`src/rtl/shift_unit_pkg.sv`:
```
package shift_unit_pkg;

   typedef enum logic [1:0] {
      SK_LEFT  = 2'd0,
      SK_RLOG  = 2'd1,
      SK_RARI  = 2'd2
   } shift_kind_e;

   typedef enum logic [1:0] {
      AS_REG    = 2'd0,
      AS_IMM_LO = 2'd1,
      AS_IMM_HI = 2'd2
   } amt_src_e;

   typedef struct packed {
      logic        hit;
      shift_kind_e kind;
      amt_src_e    src;
   } shift_ctl_t;

   localparam int FLG_C = 0;
   localparam int FLG_V = 1;
   localparam int FLG_Z = 2;
   localparam int FLG_N = 3;
   localparam int FLG_W = 4;

endpackage

```
`src/rtl/shift_op_decode.sv`:
```
module shift_op_decode
   import shift_unit_pkg::*;
#(
   parameter int         OPC_W     = 8,
   parameter logic [3:0] OPC_GROUP = 4'hB
) (
   input  logic [OPC_W-1:0] opcode,
   output shift_ctl_t       ctl
);
   localparam int GRP_LSB = OPC_W - 4;

   if (OPC_W != 8) begin : g_bad_opc_w
      $error("shift_op_decode: OPC_W must be 8");
   end

   logic       group_ok;
   logic [1:0] kind_bits;
   logic [1:0] src_bits;

   assign group_ok  = (opcode[OPC_W-1:GRP_LSB] == OPC_GROUP);
   assign kind_bits = opcode[3:2];
   assign src_bits  = opcode[1:0];

   always_comb begin
      ctl.hit  = group_ok;
      ctl.kind = SK_LEFT;
      ctl.src  = AS_REG;
      unique case (kind_bits)
         2'b00:   ctl.kind = SK_RLOG;
         2'b01:   ctl.kind = SK_LEFT;
         2'b10:   ctl.kind = SK_RARI;
         default: ctl.hit  = 1'b0;
      endcase
      unique case (src_bits)
         2'b00:   ctl.src = AS_IMM_LO;
         2'b01:   ctl.src = AS_IMM_HI;
         2'b10:   ctl.src = AS_REG;
         default: ctl.hit = 1'b0;
      endcase
   end
endmodule

```
`src/rtl/shift_amount_sel.sv`:
```
module shift_amount_sel
   import shift_unit_pkg::*;
#(
   parameter int DATA_W = 32,
   parameter int IMM_W  = 4,
   localparam int AMT_W = $clog2(DATA_W)
) (
   input  amt_src_e         src,
   input  logic [AMT_W-1:0] rj_low,
   input  logic [IMM_W-1:0] imm,
   output logic [AMT_W-1:0] amount
);
   localparam logic [AMT_W-1:0] HI_OFFSET = AMT_W'(1 << IMM_W);

   if (IMM_W >= AMT_W) begin : g_bad_imm_w
      $error("shift_amount_sel: IMM_W must be below the amount width");
   end

   logic [AMT_W-1:0] imm_ext;
   assign imm_ext = AMT_W'(imm);

   always_comb begin
      unique case (src)
         AS_IMM_LO: amount = imm_ext;
         AS_IMM_HI: amount = imm_ext + HI_OFFSET;
         default:   amount = rj_low;
      endcase
   end
endmodule

```
`src/rtl/shift_barrel_core.sv`:
```
module shift_barrel_core
   import shift_unit_pkg::*;
#(
   parameter int DATA_W = 32,
   localparam int AMT_W = $clog2(DATA_W),
   localparam int EXT_W = DATA_W + 1
) (
   input  shift_kind_e       kind,
   input  logic [DATA_W-1:0] operand,
   input  logic [AMT_W-1:0]  amount,
   output logic [DATA_W-1:0] shifted,
   output logic              carry
);
   if (DATA_W != (1 << AMT_W)) begin : g_bad_data_w
      $error("shift_barrel_core: DATA_W must be a power of two");
   end

   logic              go_left;
   logic              fill;
   logic [DATA_W-1:0] operand_rev;
   logic [DATA_W-1:0] staged_rev;
   logic [DATA_W-1:0] staged;
   logic [EXT_W-1:0]  lane [0:AMT_W];

   assign go_left = (kind == SK_LEFT);
   assign fill    = (kind == SK_RARI) & operand[DATA_W-1];

   for (genvar b = 0; b < DATA_W; b++) begin : g_rev_in
      assign operand_rev[b] = operand[DATA_W-1-b];
   end

   // extra lane bit below the data catches the last bit shifted out
   assign lane[0] = {(go_left ? operand_rev : operand), 1'b0};

   for (genvar k = 0; k < AMT_W; k++) begin : g_stage
      localparam int STEP = 1 << k;
      assign lane[k+1] = amount[k] ? {{STEP{fill}}, lane[k][EXT_W-1:STEP]}
                                   : lane[k];
   end

   assign staged = lane[AMT_W][EXT_W-1:1];
   assign carry  = lane[AMT_W][0];

   for (genvar b = 0; b < DATA_W; b++) begin : g_rev_out
      assign staged_rev[b] = staged[DATA_W-1-b];
   end

   assign shifted = go_left ? staged_rev : staged;
endmodule

```
`src/rtl/shift_flag_gen.sv`:
```
module shift_flag_gen
   import shift_unit_pkg::*;
#(
   parameter int DATA_W = 32
) (
   input  logic             write,
   input  logic [DATA_W-1:0] value,
   input  logic             carry,
   input  logic [FLG_W-1:0] flags_in,
   output logic [FLG_W-1:0] flags_next
);
   always_comb begin
      flags_next = flags_in;
      if (write) begin
         flags_next[FLG_N] = value[DATA_W-1];
         flags_next[FLG_Z] = ~|value;
         flags_next[FLG_C] = carry;
      end
   end
endmodule

```
`src/rtl/shift_exec_unit.sv`:
```
module shift_exec_unit
   import shift_unit_pkg::*;
#(
   parameter int         DATA_W    = 32,
   parameter int         IMM_W     = 4,
   parameter int         OPC_W     = 8,
   parameter logic [3:0] OPC_GROUP = 4'hB
) (
   input  logic              clk,
   input  logic              rst_n,
   input  logic              op_valid,
   input  logic [OPC_W-1:0]  opcode,
   input  logic [DATA_W-1:0] ri_val,
   input  logic [DATA_W-1:0] rj_val,
   input  logic [IMM_W-1:0]  imm_u4,
   input  logic [3:0]        flags_in,
   output logic [DATA_W-1:0] result,
   output logic [3:0]        flags_out,
   output logic              ri_we
);
   localparam int AMT_W = $clog2(DATA_W);

   if (DATA_W < 4) begin : g_bad_width
      $error("shift_exec_unit: DATA_W too small");
   end

   shift_ctl_t        ctl;
   logic              do_write;
   logic [AMT_W-1:0]  amount;
   logic [DATA_W-1:0] shifted;
   logic              carry;
   logic [FLG_W-1:0]  flags_next;
   logic              rj_high_unused;

   assign rj_high_unused = ^rj_val[DATA_W-1:AMT_W];

   shift_op_decode #(.OPC_W(OPC_W), .OPC_GROUP(OPC_GROUP)) i_decode (
      .opcode (opcode),
      .ctl    (ctl)
   );

   assign do_write = op_valid & ctl.hit;

   shift_amount_sel #(.DATA_W(DATA_W), .IMM_W(IMM_W)) i_amount (
      .src    (ctl.src),
      .rj_low (rj_val[AMT_W-1:0]),
      .imm    (imm_u4),
      .amount (amount)
   );

   shift_barrel_core #(.DATA_W(DATA_W)) i_core (
      .kind    (ctl.kind),
      .operand (ri_val),
      .amount  (amount),
      .shifted (shifted),
      .carry   (carry)
   );

   shift_flag_gen #(.DATA_W(DATA_W)) i_flags (
      .write      (do_write),
      .value      (shifted),
      .carry      (carry),
      .flags_in   (flags_in),
      .flags_next (flags_next)
   );

   always_ff @(posedge clk) begin
      if (!rst_n) begin
         result    <= '0;
         flags_out <= '0;
         ri_we     <= 1'b0;
      end else begin
         result    <= do_write ? shifted : '0;
         flags_out <= flags_next;
         ri_we     <= do_write;
      end
   end

   AST_V_KEPT: assert property (@(posedge clk) disable iff (!rst_n)
      1'b1 |=> flags_out[FLG_V] == $past(flags_in[FLG_V]));

   AST_IDLE_NO_WRITE: assert property (@(posedge clk) disable iff (!rst_n)
      !do_write |=> !ri_we && result == '0 && flags_out == $past(flags_in));

   AST_ZERO_AMOUNT: assert property (@(posedge clk) disable iff (!rst_n)
      do_write && amount == '0 |=> result == $past(ri_val) && !flags_out[FLG_C]);

   AST_N_FOLLOWS: assert property (@(posedge clk) disable iff (!rst_n)
      ri_we |-> flags_out[FLG_N] == result[DATA_W-1]);

   AST_ONE_CYCLE: assert property (@(posedge clk) disable iff (!rst_n)
      do_write |=> ri_we);
endmodule

```
`config.mk`:
```
export PLATFORM = sky130hd
export DESIGN_NAME = shift_exec_unit
export DESIGN_NICKNAME = d
export VERILOG_FILES = /design/src/rtl/shift_unit_pkg.sv /design/src/rtl/shift_op_decode.sv /design/src/rtl/shift_amount_sel.sv /design/src/rtl/shift_barrel_core.sv /design/src/rtl/shift_flag_gen.sv /design/src/rtl/shift_exec_unit.sv
export SDC_FILE = /design/constraint.sdc
export NUM_CORES = 1
export LEC_CHECK = 0
export ABC_AREA = 1
export BUFFER_PORTS_ARGS = -buffer_cell sky130_fd_sc_hd__buf_4
export CAP_MARGIN = 20
export CORE_AREA = 2 2 99 101
export DETAILED_ROUTE_END_ITERATION = 16
export DIE_AREA = 0 0 101 103
export HOLD_SLACK_MARGIN = 0.02
export PLACE_DENSITY_LB_ADDON = 0.3
export SLEW_MARGIN = 40
export SYNTH_ARGS = -nofsm -noshare
export SYNTH_HDL_FRONTEND = slang
export SYNTH_SLANG_ARGS = --single-unit
export TNS_END_PERCENT = 10
```
`constraint.sdc`:
```
create_clock -name clk -period 4.1 [get_ports clk]
set_input_delay 0.41 -clock clk [delete_from_list [all_inputs] [get_ports clk]]
set_output_delay 0.41 -clock clk [all_outputs]
set_load 0.1 [all_outputs]
```
==> out/summary.txt <==
Total track usage: 23.7%
Post-synth ARST share: 0%
Post-cts gate resize count: 0
Placed cell area: 4810 um2
Clk root buf: clkbuf_8
Synthesis-to-finish area growth: 17.7%
Share of layout cells above drive strength 1: 13.9%
Die Span X: 101 um
Mapped Area: 4210 um2
Sequential share of the synthesized area: 17.6%
Post-synthesis register bit count: 37
Post-synth EDFFs: 0
Hold WC Path Type: input port to register
Starting density of the core: 44.5%
Routed len/inst: 12.2 um
WP data arrival: 2.79 ns
Max cap viols: 0
Area leader, netlist: nand2_1
Final WS setup: 1.51 ns
Worst slew margin: 48.0%
Critical path class: input port to register
Gate Count Post-Synth: 829
Post-CTS Hold Fix Bufs: 0
Commonest cells in the netlist: nand2_1 (395), nand3_1 (224), nor2_1 (45), inv_1 (43), dfxtp_1 (37)
Vias/cell: 5.32
Post-DRT Antenna Nets: 0
Filler Cell Count: 1074
Predominant post-synthesis flop cell: dfxtp_1
Endpoints failing hold: 0
FMAX: 386 MHz
Design Area, Final: 4960 um2
LEAKAGE: 0.00283 uW
Fin. max-slew vios: 0
Setup crit end kind: register
Grt ovf: 0
Dpl hpwl: 9.13 mm
Min cycle time layout: 2.59 ns
Top-count cell post-synth: nand2_1
Global placement routability congestion: 0.911
Boundary pin count: 120
CTS Buffer Depth: 2
DIE AREA: 10400 um2
Clock transition at the registers of the reported paths: 0.08 ns
Register area: 741 um2
Sink Count: 37
Power Density: 263 nW/um2
Global-route wire length before repair: 20.0 mm
Min Hold Slack: 0.289 ns
Critical Path RT: 4.30 ns
Fin crit share: 63.3%
Crit Path Max Fanout: 51
H-tree depth: 2
Clock buffer count from CTS: 5
Final core occ: 52.4%
YS warnings: 0
Initial antenna violation count: 0
ANT cells: 0
Port buffer count: 92
Vias: 5310
Row count: 36
Setup_tns: 0 ns
Setup slack after placement: 1.21 ns
WL final: 12.2 mm
Syn Area/Cell: 5.08 um2
Max IR drop VDD: 0.000149 V
Slew @ Worst Pin: 0.779 ns
Yosys cell types: 26
CTS tree: done
Post-CTS setup buffer count: 0
Final count of negative-setup-slack endpoints: 0
Nets: 967
Number of global-route vias before repair: 4364
Number of remaining DRC errors: 0
Core Region: 9460 um2
Die height: 103 um
RSZ-0062 raised after global routing: false
Status: finished clean
CP startpoint kind: input port
Synth area leaders: nand2_1 (35%), nand3_1 (27%), dfxtp_1 (18%)
DRT iter0 DRCs: 513
Area of the multi-input gates: 2990 um2
Top-area cell type share of the netlist area: 35.2%
Syn nets: 912
Largest net degree at the start of global routing: 83
Pre-antenna DRT Iters: 6
-- worst paths after layout --
| kind | start | to | slack, ns | cells after the start |
|---|---|---|---|---|
| worst max-delay path | opcode[2] | flags_out[2] | 1.51 | 19 |
| worst min-delay path | flags_in[1] | flags_out[1] | 0.29 | 3 |
-- logic make-up after synthesis --
family	after synthesis	share of synthesized area [%]
buf+inv	99	11.4
simple gates	673	67.5
compound gates	20	3.48
flops	37	17.6
-- flip-flops by register name, indices dropped and copies added (netlist names) --
signal     flops
result        32
flags_out      4
ri_we          1
-- cells in the final DEF (no fill, tap or decap) --
| cell type | instances |
|---|---|
| inv_1 | 42 |
| nand3_1 | 224 |
| nor3_1 | 1 |
| o21ai_0 | 6 |
| buf_16 | 2 |
| nand2_4 | 2 |
| dfxtp_1 | 37 |
| nand3b_1 | 1 |
| clkbuf_8 | 6 |
| inv_2 | 5 |
| a31o_2 | 1 |
| nand2_2 | 3 |
| buf_4 | 98 |
| o21ai_2 | 2 |
| a21oi_1 | 4 |
| clkbuf_1 | 1 |
| o21ai_1 | 1 |
| o2111ai_1 | 1 |
| nand3_2 | 1 |
| and2_1 | 1 |
| nor2_1 | 45 |
| o311ai_0 | 1 |
| a211oi_1 | 2 |
| o21ai_4 | 2 |
| bufinv_16 | 1 |
| nand2_1 | 395 |
-- critical path, stage by stage --
cell     delay [ns]
buf_4          0.11
inv_2          0.56
nand3_1        0.30
inv_1          0.15
nand2_1        0.10
nand2_1        0.11
nand2_1        0.07
nand2_1        0.08
nand2_1        0.05
nand2_1        0.09
nand2_1        0.05
o21ai_1        0.24
nor2_1         0.10
nand2_1        0.07
nor2_1         0.04
nand2_1        0.05
nor2_1         0.03
nand2_1        0.10
nand2_1        0.06
-- routing by layer --
layer | GRT usage (%) | vias up | part of all wire [%]
met3 | 3.05 | 22 | 6.6
met4 | 5.72 | 0 | 1.9
met1 | 32.5 | 2320 | 46
met2 | 39.5 | 208 | 46
li1 | - | 2760 | -
met5 | 0 | - | 0
-- power breakdown --
group	internal, uW	total [uW]	switching (uW)
sequential	363	364	0.906
combinational	205	618	413
clock	198	321	123
-- stage by stage --
stage,std cells,power (uW)
floorplan,829,832
global placement,989,964
detailed placement,990,971
CTS,998,1290
global route,999,1390
finish,999,1300
-- final cells by class --
cell class / count / area share [%]
Sequential cell: 37 / 14.9
Tap cell: 114 / 2.88
Multi-Input combinational cell: 693 / 60.3
Clock buffer: 7 / 1.74
Inverter: 47 / 3.56
Clock inverter: 1 / 0.606
Timing Repair Buffer: 100 / 16.0
Note: power is estimated with default switching activity, not from simulation.
